**src/rtl/fma_exc_pkg.sv**
```systemverilog
package fma_exc_pkg;

    // Status register layout
    localparam int STAT_W  = 16;
    localparam int RN_LSB  = 0;
    localparam int RN_W    = 2;
    localparam int FI_BIT  = 2;
    localparam int FR_BIT  = 3;
    localparam int CLS_LSB = 4;
    localparam int CLS_W   = 5;
    localparam int STK_LSB = 9;
    localparam int STK_N   = 6;
    localparam int FX_BIT  = 15;
    localparam int FLAG_W  = 7;

    localparam logic [2:0] RSEL_ODD = 3'b100;

    typedef enum logic [1:0] {
        ST_IDLE  = 2'd0,
        ST_DONE  = 2'd1,
        ST_FAULT = 2'd2
    } seq_state_e;

    typedef struct packed {
        logic inc;
        logic inx;
        logic unf;
        logic ovf;
        logic isi;
        logic imz;
        logic snan;
    } core_flags_t;

endpackage

```
**src/rtl/fma_exc_decode.sv**
```systemverilog
module fma_exc_decode
    import fma_exc_pkg::*;
(
    input  logic               op_valid,
    input  logic               fac_en,
    input  logic               inv_en,
    input  core_flags_t        flags,
    input  logic               rto_ovr,
    input  logic [RN_W-1:0]    rn_field,
    output logic               exec,
    output logic               refuse,
    output logic               wr_ok,
    output logic [STK_N-1:0]   sets,
    output logic               fr_new,
    output logic               fi_new,
    output logic [2:0]         rnd_sel
);

    logic any_invalid;
    logic trap;

    always_comb begin
        any_invalid = flags.snan | flags.imz | flags.isi;
        trap        = any_invalid & inv_en;
        exec        = op_valid & fac_en;
        refuse      = op_valid & ~fac_en;
        wr_ok       = exec & ~trap;
        sets        = {flags.inx, flags.unf, flags.ovf,
                       flags.isi, flags.imz, flags.snan};
        fr_new      = ~any_invalid & flags.inc;
        fi_new      = ~any_invalid & flags.inx;
        if (rto_ovr) begin
            rnd_sel = RSEL_ODD;
        end else begin
            rnd_sel = {1'b0, rn_field};
        end
    end

endmodule

```
**src/rtl/fma_exc_statreg.sv**
```systemverilog
module fma_exc_statreg
    import fma_exc_pkg::*;
(
    input  logic                clk,
    input  logic                rst_n,
    input  logic                exec,
    input  logic                refuse,
    input  logic                sw_we,
    input  logic [STAT_W-1:0]   sw_data,
    input  logic [STK_N-1:0]    sets,
    input  logic                fr_new,
    input  logic                fi_new,
    input  logic                cls_we,
    input  logic [CLS_W-1:0]    cls,
    input  logic [FLAG_W-1:0]   flags_in,
    output logic [STAT_W-1:0]   stat,
    output logic [FLAG_W-1:0]   op_exc
);

    logic [STAT_W-1:0] stat_r;
    logic [STAT_W-1:0] stat_nxt;
    logic [STK_N-1:0]  stk_old;
    logic [STK_N-1:0]  fresh;
    logic [FLAG_W-1:0] exc_r;

    always_comb begin
        stk_old  = stat_r[STK_LSB +: STK_N];
        fresh    = sets & ~stk_old;
        stat_nxt = stat_r;
        if (exec) begin
            stat_nxt[STK_LSB +: STK_N] = stk_old | sets;
            if (|fresh) begin
                stat_nxt[FX_BIT] = 1'b1;
            end
            stat_nxt[FR_BIT] = fr_new;
            stat_nxt[FI_BIT] = fi_new;
            if (cls_we) begin
                stat_nxt[CLS_LSB +: CLS_W] = cls;
            end
        end
        if (sw_we) begin
            stat_nxt = sw_data;
        end
    end

    always_ff @(posedge clk or negedge rst_n) begin
        if (!rst_n) begin
            stat_r <= '0;
        end else begin
            stat_r <= stat_nxt;
        end
    end

    // Per-operation flags: cleared at every strobe, then loaded if executed
    always_ff @(posedge clk or negedge rst_n) begin
        if (!rst_n) begin
            exc_r <= '0;
        end else if (exec) begin
            exc_r <= flags_in;
        end else if (refuse) begin
            exc_r <= '0;
        end
    end

    assign stat   = stat_r;
    assign op_exc = exc_r;

endmodule

```
**src/rtl/fma_exc_seq.sv**
```systemverilog
module fma_exc_seq
    import fma_exc_pkg::*;
(
    input  logic clk,
    input  logic rst_n,
    input  logic exec,
    input  logic refuse,
    output logic done,
    output logic fac_unavail
);

    seq_state_e state_q;
    seq_state_e state_d;

    always_comb begin
        state_d = ST_IDLE;
        unique case (state_q)
            ST_IDLE, ST_DONE, ST_FAULT: begin
                if (exec) begin
                    state_d = ST_DONE;
                end else if (refuse) begin
                    state_d = ST_FAULT;
                end else begin
                    state_d = ST_IDLE;
                end
            end
            default: state_d = ST_IDLE;
        endcase
    end

    always_ff @(posedge clk or negedge rst_n) begin
        if (!rst_n) begin
            state_q <= ST_IDLE;
        end else begin
            state_q <= state_d;
        end
    end

    always_comb begin
        done        = 1'b0;
        fac_unavail = 1'b0;
        unique case (state_q)
            ST_IDLE:  ;
            ST_DONE:  done = 1'b1;
            ST_FAULT: fac_unavail = 1'b1;
            default:  ;
        endcase
    end

endmodule

```
**src/rtl/fma_exc_wb_ctrl.sv**
```systemverilog
module fma_exc_wb_ctrl
    import fma_exc_pkg::*;
#(
    parameter int DATA_W = 128,
    parameter int IDX_W  = 5
) (
    input  logic                clk,
    input  logic                rst_n,
    input  logic                op_valid,
    input  logic                fac_en,
    input  logic                inv_en,
    input  logic [6:0]          core_flags,
    input  logic                rto_ovr,
    input  logic [DATA_W-1:0]   res_data,
    input  logic [4:0]          res_class,
    input  logic [IDX_W-1:0]    idx_a,
    input  logic [IDX_W-1:0]    idx_b,
    input  logic [IDX_W-1:0]    idx_t,
    input  logic                sw_we,
    input  logic [15:0]         sw_data,
    output logic [2:0]          rnd_sel,
    output logic [IDX_W-1:0]    mul_a_idx,
    output logic [IDX_W-1:0]    mul_c_idx,
    output logic [IDX_W-1:0]    add_idx,
    output logic [IDX_W-1:0]    dest_idx,
    output logic                dest_we,
    output logic [DATA_W-1:0]   dest_data,
    output logic [15:0]         stat_q,
    output logic [6:0]          op_exc,
    output logic                done,
    output logic                fac_unavail
);

    core_flags_t        flags;
    logic               exec;
    logic               refuse;
    logic               wr_ok;
    logic [STK_N-1:0]   sets;
    logic               fr_new;
    logic               fi_new;
    logic [STAT_W-1:0]  stat;

    assign flags = core_flags_t'(core_flags);

    fma_exc_decode u_decode (
        .op_valid (op_valid),
        .fac_en   (fac_en),
        .inv_en   (inv_en),
        .flags    (flags),
        .rto_ovr  (rto_ovr),
        .rn_field (stat[RN_LSB +: RN_W]),
        .exec     (exec),
        .refuse   (refuse),
        .wr_ok    (wr_ok),
        .sets     (sets),
        .fr_new   (fr_new),
        .fi_new   (fi_new),
        .rnd_sel  (rnd_sel)
    );

    fma_exc_statreg u_statreg (
        .clk      (clk),
        .rst_n    (rst_n),
        .exec     (exec),
        .refuse   (refuse),
        .sw_we    (sw_we),
        .sw_data  (sw_data),
        .sets     (sets),
        .fr_new   (fr_new),
        .fi_new   (fi_new),
        .cls_we   (wr_ok),
        .cls      (res_class),
        .flags_in (core_flags),
        .stat     (stat),
        .op_exc   (op_exc)
    );

    fma_exc_seq u_seq (
        .clk         (clk),
        .rst_n       (rst_n),
        .exec        (exec),
        .refuse      (refuse),
        .done        (done),
        .fac_unavail (fac_unavail)
    );

    // Operand routing: multiply A by C, add the target's old value
    assign mul_a_idx = idx_a;
    assign mul_c_idx = idx_b;
    assign add_idx   = idx_t;
    assign dest_idx  = idx_t;

    assign dest_we   = wr_ok;
    assign dest_data = res_data;
    assign stat_q    = stat;

endmodule

```
**config.mk**
```make
export PLATFORM = sky130hd
export DESIGN_NAME = fma_exc_wb_ctrl
export DESIGN_NICKNAME = d
export VERILOG_FILES = /design/src/rtl/fma_exc_pkg.sv /design/src/rtl/fma_exc_decode.sv /design/src/rtl/fma_exc_statreg.sv /design/src/rtl/fma_exc_seq.sv /design/src/rtl/fma_exc_wb_ctrl.sv
export SDC_FILE = /design/constraint.sdc
export NUM_CORES = 1
export LEC_CHECK = 0
export BUFFER_PORTS_ARGS = -buffer_cell sky130_fd_sc_hd__buf_2
export CAP_MARGIN = 5
export CORE_AREA = 2 2 138 140
export DETAILED_ROUTE_END_ITERATION = 7
export DIE_AREA = 0 0 140 142
export HOLD_SLACK_MARGIN = 0.05
export PLACE_DENSITY_LB_ADDON = 0.1
export SETUP_SLACK_MARGIN = 0.4
export SLEW_MARGIN = 30
export SYNTH_ARGS = -nofsm -noshare
export SYNTH_HDL_FRONTEND = slang
export SYNTH_SLANG_ARGS = --single-unit
```
**constraint.sdc**
```tcl
create_clock -name clk -period 1.5 [get_ports clk]
set_input_delay 0.15 -clock clk [delete_from_list [all_inputs] [get_ports clk]]
set_output_delay 0.15 -clock clk [all_outputs]
set_load 0.01 [all_outputs]
```
---- Yosys cells after proc, flatten, opt, wreduce, memory -nomap -nowiden ----
Index checks and enable logic that the tools add are counted.
word-level totals
  register bits ........................... 25
  latch bits .............................. 0
  bits in writable memories ............... 0
  memory bits (read-only) ................. 0
  input bits .............................. 178
  output and inout port bits .............. 177
  word-level logic and storage cells ...... 43
  memories ................................ 0
operators by class
  add/sub/neg operators ................... 0
  $mul .................................... 0
  div/mod/pow operators ................... 0
  order comparisons ....................... 0
  equality and inequality tests ........... 2
  shift operators ......................... 0
  muxes and demuxes ....................... 12
  bitwise gates (word level) .............. 14
  reduce and logical (&&, ||, !) cells .... 9
operators with widths
  cell                                                 count
  2-to-1 mux 16 bit                                    1
  2-to-1 mux 14 bit                                    1
  2-to-1 mux 7 bit                                     2
  nonzero test 2 bit                                   4
  bitwise AND 1 bit                                    6
  bitwise AND 6 bit                                    1
  2-to-1 mux 2 bit                                     3
  inverter 6 bit                                       1
  OR 6 bit                                             1
  OR reduction 6 bit                                   1
  2-to-1 mux 5 bit                                     1
  AND reduction 2 bit                                  2
  2-to-1 mux 1 bit                                     3
  2-to-1 mux 3 bit                                     1
  inverter 1 bit                                       3
  OR reduction 3 bit                                   1
  equality test 2 x 1 -> 1 bit, second input constant  1
  equality test 2 bit, second input constant           1
  zero test 2 bit                                      1
  OR 1 bit                                             2

---- Depth between registers and ports, before layout ----
Gate-level depths: netlist of run 1.
  depth after elaboration ................. 8
  gate-level depth with buffers ........... 5
  mapped depth without buffers ............ 3

---- Hierarchy ----
Synthesis of run 1 repeated with hierarchy kept, for this count alone.
unflattened totals
  cell total of the unflattened synthesis .. 261
  area, all modules ....................... 2351.0 µm²
by module, submodules not included
  module           instances  cells an instance  area each (µm²)  seq. area each (µm²)
  fma_exc_wb_ctrl  1          148                1111.1           0.0
  fma_exc_statreg  1          90                 1046.0           575.6
  fma_exc_decode   1          16                 111.4            0.0
  fma_exc_seq      1          7                  82.6             50.0

---- Worst setup path before layout of run 1 ----
OpenSTA, ideal clock, no wires.
  path type ............................... register to register
  start ................................... register, netlist name u_statreg.stat[15]
  end ..................................... register u_statreg.stat_r[15] (netlist: u_statreg.stat[15])
  library setup time ...................... 124 ps
  arrival time ............................ 852 ps
  data required time ...................... 1376 ps
  slack ................................... 524 ps
  cell stages (with the launch flop) ...... 4
  buffers on the path ..................... 0
  period minus slack after synthesis ...... 976 ps
  cells stage by stage .................... dfrtp_1 -> nor2_1 -> o2111ai_1 -> o31a_1
RTL lines
  item                    RTL line               source
  end signal: assignment  fma_exc_statreg.sv:50  stat_r <= stat_nxt;
  end: declaration        fma_exc_statreg.sv:20  logic [STAT_W-1:0] stat_r;

---- Final worst setup path of run 1 ----
  start ................................... register u_seq.state_q[1]
  end ..................................... output fac_unavail
on the way
  word-level cells in the longest chain between the ends .. 2
RTL lines
  item                      RTL line               source
  start: declaration        fma_exc_seq.sv:12      seq_state_e state_q;
  start signal: assignment  fma_exc_seq.sv:35      state_q <= state_d;
  equality test 2 bit       fma_exc_seq.sv:42      unique case (state_q)
  2-to-1 mux 1 bit          fma_exc_seq.sv:42
  end: declaration          fma_exc_wb_ctrl.sv:31  output logic fac_unavail
No other way between the ends.

==> reports/summary.txt, run 1 <==
Cells after Synth = 259
height of the die = 142 um
Starting DRT DRC Count = 72
HP Class = input port to register
Hold Path Stages = 3
Reg2Reg Depth = 3
initial antenna violation count = 0
I/O Pins = 355
fraction of layout instances using a drive strength above 1 = 45.6%
Final nets = 359
endpoints failing hold = 0
final clock skew = 0.00724 ns
largest net degree at the start of global routing = 26
Initial DRT Pass Iterations = 6
Final Core Density = 10.3%
worst setup path category = register to output port
crit path cell chain = nor2b_1, buf_2
TritonCTS clock tree = built
Die Span X = 140 um
maximum fanout along the worst path = 3
Fillers = 2142
Max Clk Rate = 0.934 GHz
Tot GR Track Use = 6.23%
WL per Instance = 15.2 um
CTS H-tree lvls = 1
grt ovf = 0
slowest cell delay on critical path = 0.39 ns
#FFs+latches synth = 25
Crit path max-delay family = flip-flops
P&R area growth vs syn = -16.1%
Yosys top cell by area = buf_4
GPL Wtd Cong = 0.609
worst endpoint required time = 1.35 ns
site row count = 50
Final Max Slew Viols = 0
crit path DAT = 0.92 ns
Startpoint Class = register
DRC = 22
worst hold endpoint = u_statreg.stat[12]
Post-Route WL = 6300 um
Area contributors post-synth = buf_4, dfrtp_1, nor2b_1
area fraction of the dominant cell type after synthesis = 49.9%
Ant. Diodes = 0
number of global-route vias before repair = 1439
Via density = 3.10
period utilization = 71.4%
Leak Pwr = 0.000852 uW
Vias = 1285
Seq/Total Area, Yosys = 27.7%
min Tclk post-route = 1.07 ns
Warnings, synthesis = 0
first-pass GRT wire length = 8980 um
worst flop-to-flop path endpoint = u_statreg.stat[15]
multi-input logic area = 487 um2
Worst-Margin Slew = 0.403 ns
Die Area = 0.0199 mm2
failing checks = design-rule violations
FF+latch area = 626 um2
# Max-Cap Violations = 0
Worst-path clk slew = 0.08 ns
status = finished with violations
CP max-delay cell = dfrtp_1
clk_lat worst skew = 0.27 ns
RSZ-0062 raised after global routing = true
Initial Utilization = 12.2%
total CTS buffers = 3
Power per Cell Area = 947 mW/mm2
Final ANT Viol Nets = 0
VDD IR max = 0.000294 V
syn_area_per_cell = 8.72 um2
crit end category = output port
Syn Nets = 437
Yosys cell types = 26
min-delay src = sw_data[12]
post-detail-place hpwl = 4800 um
final setup vio count = 0
CTS max path bufs = 2
R2R setup slack = 0.50 ns
final setup TNS = 0 ns
RR Startpoint = u_statreg.stat[15]
Max-slew headroom = 73.1%
clk sink count = 25
number of buffers added on ports = 63
CTS root buf = clkbuf_16
WP buf/inv = 1
Core Region = 0.0185 mm2
Syn Std Cell Area = 0.00226 mm2
routing by layer:
layer	vias up	GRT usage [%]	part of all wire (%)
met5	-	0	0
met2	89	10.2	47
met4	0	5.85	5.8
li1	534	-	-
met3	49	1.38	7.2
met1	613	6.70	40
worst min-delay path: cells and delay by family:
family          cells  cell delay (ns)
compound gates      1             0.06
buf+inv             1             0.08
simple gates        1             0.04
power breakdown:
group	leakage (uW)	internal, uW	switching [uW]	total [uW]
Clock	0.0000382	366	293	659
Sequential	0.000305	733	39.0	772
Combinational	0.000509	165	197	363
Total	0.000852	1260	530	1790
per-stage QoR:
step           std cells  instance area, um2  setup WS (ns)  total power (uW)  hold slack [ns]
3_3_place_gp         405                1750         0.0826              1150            0.123
5_1_grt              414                1900          0.362              1910           0.0998
2_1_floorplan        259                2260          0.524              1340           -0.146
3_5_place_dp         405                1750         0.0869              1140            0.122
6_report             414                1900          0.429              1790           0.0827
4_1_cts              413                1860          0.384              1840           0.0842
layout make-up:
cell class / count / area share (%)
timing repair buffer: 71 / 20.9
sequential: 25 / 33.0
inverter: 4 / 0.792
tap: 234 / 15.4
clock buffer: 4 / 4.16
multi-input combinational: 76 / 25.7
registers in the layout, indices dropped and copies added, names as in the netlist:
register	cells
u_statreg.stat	16
u_seq.state_q	2
u_statreg.op_exc	7
layout by cell type, fill, tap and decap left out, types with 2 or more instances in the layout:
cell type	Yosys	routed
a22o_1	4	4
nor2b_1	11	9
dfrtp_1	25	25
a31oi_1	5	5
o31a_1	2	2
a22oi_1	2	2
nand2_1	9	8
and3_1	2	2
a21oi_1	12	12
nor2b_4	0	2
mux2_2	2	2
nor2_1	3	2
clkbuf_16	0	3
buf_2	3	62
a21o_1	2	2
o21ai_0	8	8
o21ai_1	5	5
buf_4	150	6
inv_1	4	4
nand2b_1	2	2
synth_stat cells:
library cell,count
o21ai_0,8
nand2b_1,2
nand2_1,9
a22o_1,4
o31ai_4,1
a22o_2,1
a22oi_1,2
and3_1,2
dfrtp_1,25
a21o_1,2
buf_2,3
o22ai_1,1
a21oi_1,12
o21ai_1,5
nor2b_1,11
a211oi_1,1
and2_1,1
o2111ai_1,1
buf_6,1
nor3_1,1
a31oi_1,5
buf_4,150
o31a_1,2
mux2_2,2
inv_1,4
nor2_1,3
timing repair:
| item | CTS | global route |
|---|---|---|
| hold buffers | 1 | 0 |
| gates resized for setup | 1 | 7 |
| endpoints found under the hold margin | 25 | 0 |
| buffers inserted | 3 | 1 |
| pin swaps | 1 | 0 |
| endpoints found under the setup margin | 6 | 6 |
worst max path at each step:
stage | slack [ns] | end | start | cells after the start
after global routing | 0.36 | done | u_seq.state_q[1] | 2
after detailed placement | 0.09 | u_statreg.stat[7] | fac_en | 4
after floorplan | 0.52 | u_statreg.stat[15] | u_statreg.stat[15] | 3
final | 0.43 | fac_unavail | u_seq.state_q[1] | 2
after global placement | 0.08 | u_statreg.stat[6] | fac_en | 4
after CTS | 0.38 | dest_we | fac_en | 4
cell families after synthesis:
kind of cell	after synthesis	share of synthesized area [%]
muxes	2	0.997
buffers and inverters	158	51.7
AOI/OAI and AO/OA	45	13.0
DFF	25	27.7
and+or+nand+nor	29	6.65
Note: power is estimated with default switching activity, not from simulation.
==> run 2: changes to the inputs <==
CORE_AREA = 2 2 137 139   (was 2 2 138 140)
DIE_AREA = 0 0 139 141   (was 0 0 140 142)
clock period = 1 ns   (was 1.5 ns; I/O delays follow)
==> run 2 against run 1 <==
The flow finishes with violations (negative setup slack); highest routed layer unchanged; first-iteration DRC count decreased by 61%; power up 69%; via count grew 6.2%.
==> reports/summary.txt, run 2 (same netlist as run 1, synthesis figures left out) <==
clk sink count = 25 (unchanged)
post-detail-place hpwl = 5220 um (+8.8%)
Power per Cell Area = 1270 mW/mm2 (+34%)
Initial Utilization = 12.4% (+0.13 points)
height of the die = 141 um (-0.70%)
grt ovf = 0 (unchanged)
Startpoint Class = register
Worst Slack Setup Final = -0.0616 ns (-0.491 ns)
number of buffers added on ports = 63 (unchanged)
Comb power frac = 27.8% (+7.6 points)
worst slack, placed = -0.0845 ns (-0.171 ns)
WL per Instance = 15.6 um (+2.6%)
Core Region = 0.0183 mm2 (-1.0%)
final clock skew = 0.00102 ns (-0.00622 ns)
# Max-Cap Violations = 0 (unchanged)
Reg2Reg Depth = 3 (unchanged)
number of global-route vias before repair = 1456 (+1.2%)
final setup vio count = 6 (+6)
GPL Wtd Cong = 0.601 (-1.2%)
R2R setup slack = 0.03 ns (-0.47 ns)
Hold Path Stages = 3 (unchanged)
worst flop-to-flop path endpoint = u_statreg.stat[15]
Final nets = 387 (+7.8%)
sw frac = 29.9% (+0.44 points)
Worst-Margin Slew = 0.424 ns (+0.0207 ns)
CTS root buf = clkbuf_16
commonest non-fill, non-tap cell in the layout = buf_2
worst setup path category = register to output port
Crit path max-delay family = flip-flops
Placed Area = 0.00189 mm2 (+8.1%)
Post-Route WL = 6910 um (+9.5%)
Final ANT Viol Nets = 0 (unchanged)
Placed Cells = 415 (+2.5%)
crit path cell chain = nor2b_4, buf_6
Initial DRT Pass Iterations = 4 (-2)
final cell count without fillers = 442 (+6.8%)
P&R area growth vs syn = 5.54%
Final Max Slew Viols = 0 (unchanged)
Post-CTS Hold Fix Bufs = 1 (unchanged)
crit path DAT = 0.96 ns (+0.04 ns)
Die Area = 0.0196 mm2 (-1.4%)
Vias = 1365 (+6.2%)
DRC = 0 (-100%)
Sw Pwr = 907 uW (+71%)
HP Class = input port to register
total CTS buffers = 3 (unchanged)
Ant. Diodes = 0 (unchanged)
Tot GR Track Use = 6.71% (+0.48 points)
CTS H-tree lvls = 1 (unchanged)
slowest cell delay on critical path = 0.44 ns (+0.05 ns)
site row count = 50 (unchanged)
status = finished with violations
Reg power frac = 38.9% (-4.1 points)
CP max-delay cell = dfrtp_2
period utilization = 106%
I/O Pins = 355 (unchanged)
TritonCTS clock tree = built
most frequent cells in the layout = buf_2, buf_6, dfrtp_1, buf_4, nand2_1
min Tclk post-route = 1.06 ns
largest net degree at the start of global routing = 26 (unchanged)
endpoints failing hold = 0 (unchanged)
Max Clk Rate = 0.942 GHz
worst hold endpoint = u_statreg.stat[12]
RSZ-0062 raised after global routing = true
max reg flops = 16 (unchanged)
Leak Pwr = 0.00106 uW (+25%)
Via density = 3.09 (-0.50%)
Internal Power = 2120 uW (+68%)
WP buf/inv = 1 (unchanged)
Final Core Density = 13.0% (+2.8 points)
clk_lat worst skew = 0.28 ns (about the same)
crit path launch = u_seq.state_q[1]
worst endpoint required time = 0.90 ns (-0.45 ns)
Worst-path clk slew = 0.08 ns (about the same)
Die Span X = 139 um (-0.71%)
min-delay src = sw_data[12]
maximum fanout along the worst path = 3 (unchanged)
clock power share = 33.3% (-3.4 points)
failing checks = negative setup slack
RR Startpoint = u_statreg.stat[15]
CTS max path bufs = 2 (unchanged)
Final Cell Area = 0.00238 mm2 (+26%)
Max-slew headroom = 71.7% (-1.4 points)
final setup TNS = -0.190 ns (-0.190 ns)
VDD IR max = 0.000629 V (+110%)
initial antenna violation count = 0 (unchanged)
fraction of layout instances using a drive strength above 1 = 62.5% (+17 points)
crit end category = output port
first-pass GRT wire length = 9630 um (+7.1%)
Starting DRT DRC Count = 28 (-61%)
[run 2: worst register-to-register path, delay by kind of cell, from the launching register on]
family,cells,cell delay [ns]
AOI/OAI and AO/OA,2,0.35
and+or+nand+nor,1,0.11
DFF,1,0.41
[run 2: how the worst max path moves through the flow]
stage                    endpoint  slack [ns]  cells past startpoint
2_1_floorplan  u_statreg.stat[15]        0.02                      3
3_3_place_gp              dest_we       -0.08                      4
3_5_place_dp              dest_we       -0.08                      4
4_1_cts               fac_unavail       -0.07                      2
5_1_grt                      done        -0.1                      2
6_report              fac_unavail       -0.06                      2
[run 2: layer usage]
layer	wire, um	GRT usage [%]	part of all wire (%)
met3	650	2.96	9.4
met5	0	0	0
met2	3120	10.1	45
met4	340	4.09	4.9
met1	2800	7.86	41
[run 2: stage by stage]
stage | hold WS, ns | power, uW
5_1_grt | 0.0385 | 3230
4_1_cts | 0.0231 | 3020
3_5_place_dp | 0.0691 | 1800
3_3_place_gp | 0.0732 | 1810
2_1_floorplan | -0.196 | 2040
6_report | 0.0298 | 3030
[run 2: power groups by stage]
stage	Sequential, uW	Clock [uW]	Combinational, uW
6_report	1180	1010	843
5_1_grt	1190	1110	923
4_1_cts	1180	1060	768
3_5_place_dp	1190	0	611
3_3_place_gp	1190	0	615
2_1_floorplan	1220	0	825
[run 2: cell type report]
| cell class | instances | area, um2 |
|---|---|---|
| Multi-Input combinational cell | 76 | 584 |
| Inverter | 4 | 15.0 |
| Timing Repair Buffer | 99 | 782 |
| Fill cell | 2115 | 15900 |
| Sequential cell | 25 | 627 |
| Clock buffer | 3 | 75.1 |
| Tap cell | 234 | 293 |
| Clock inverter | 1 | 7.51 |
[run 2: what timing repair did]
| item | 4_1_cts | 5_1_grt |
|---|---|---|
| pin swaps | 9 | 6 |
| setup endpoints to repair | 53 | 53 |
| gates resized for setup | 41 | 18 |
| buffers inserted | 12 | 10 |
| hold endpoints to repair | 32 | 6 |
| cloned | 0 | 0 |
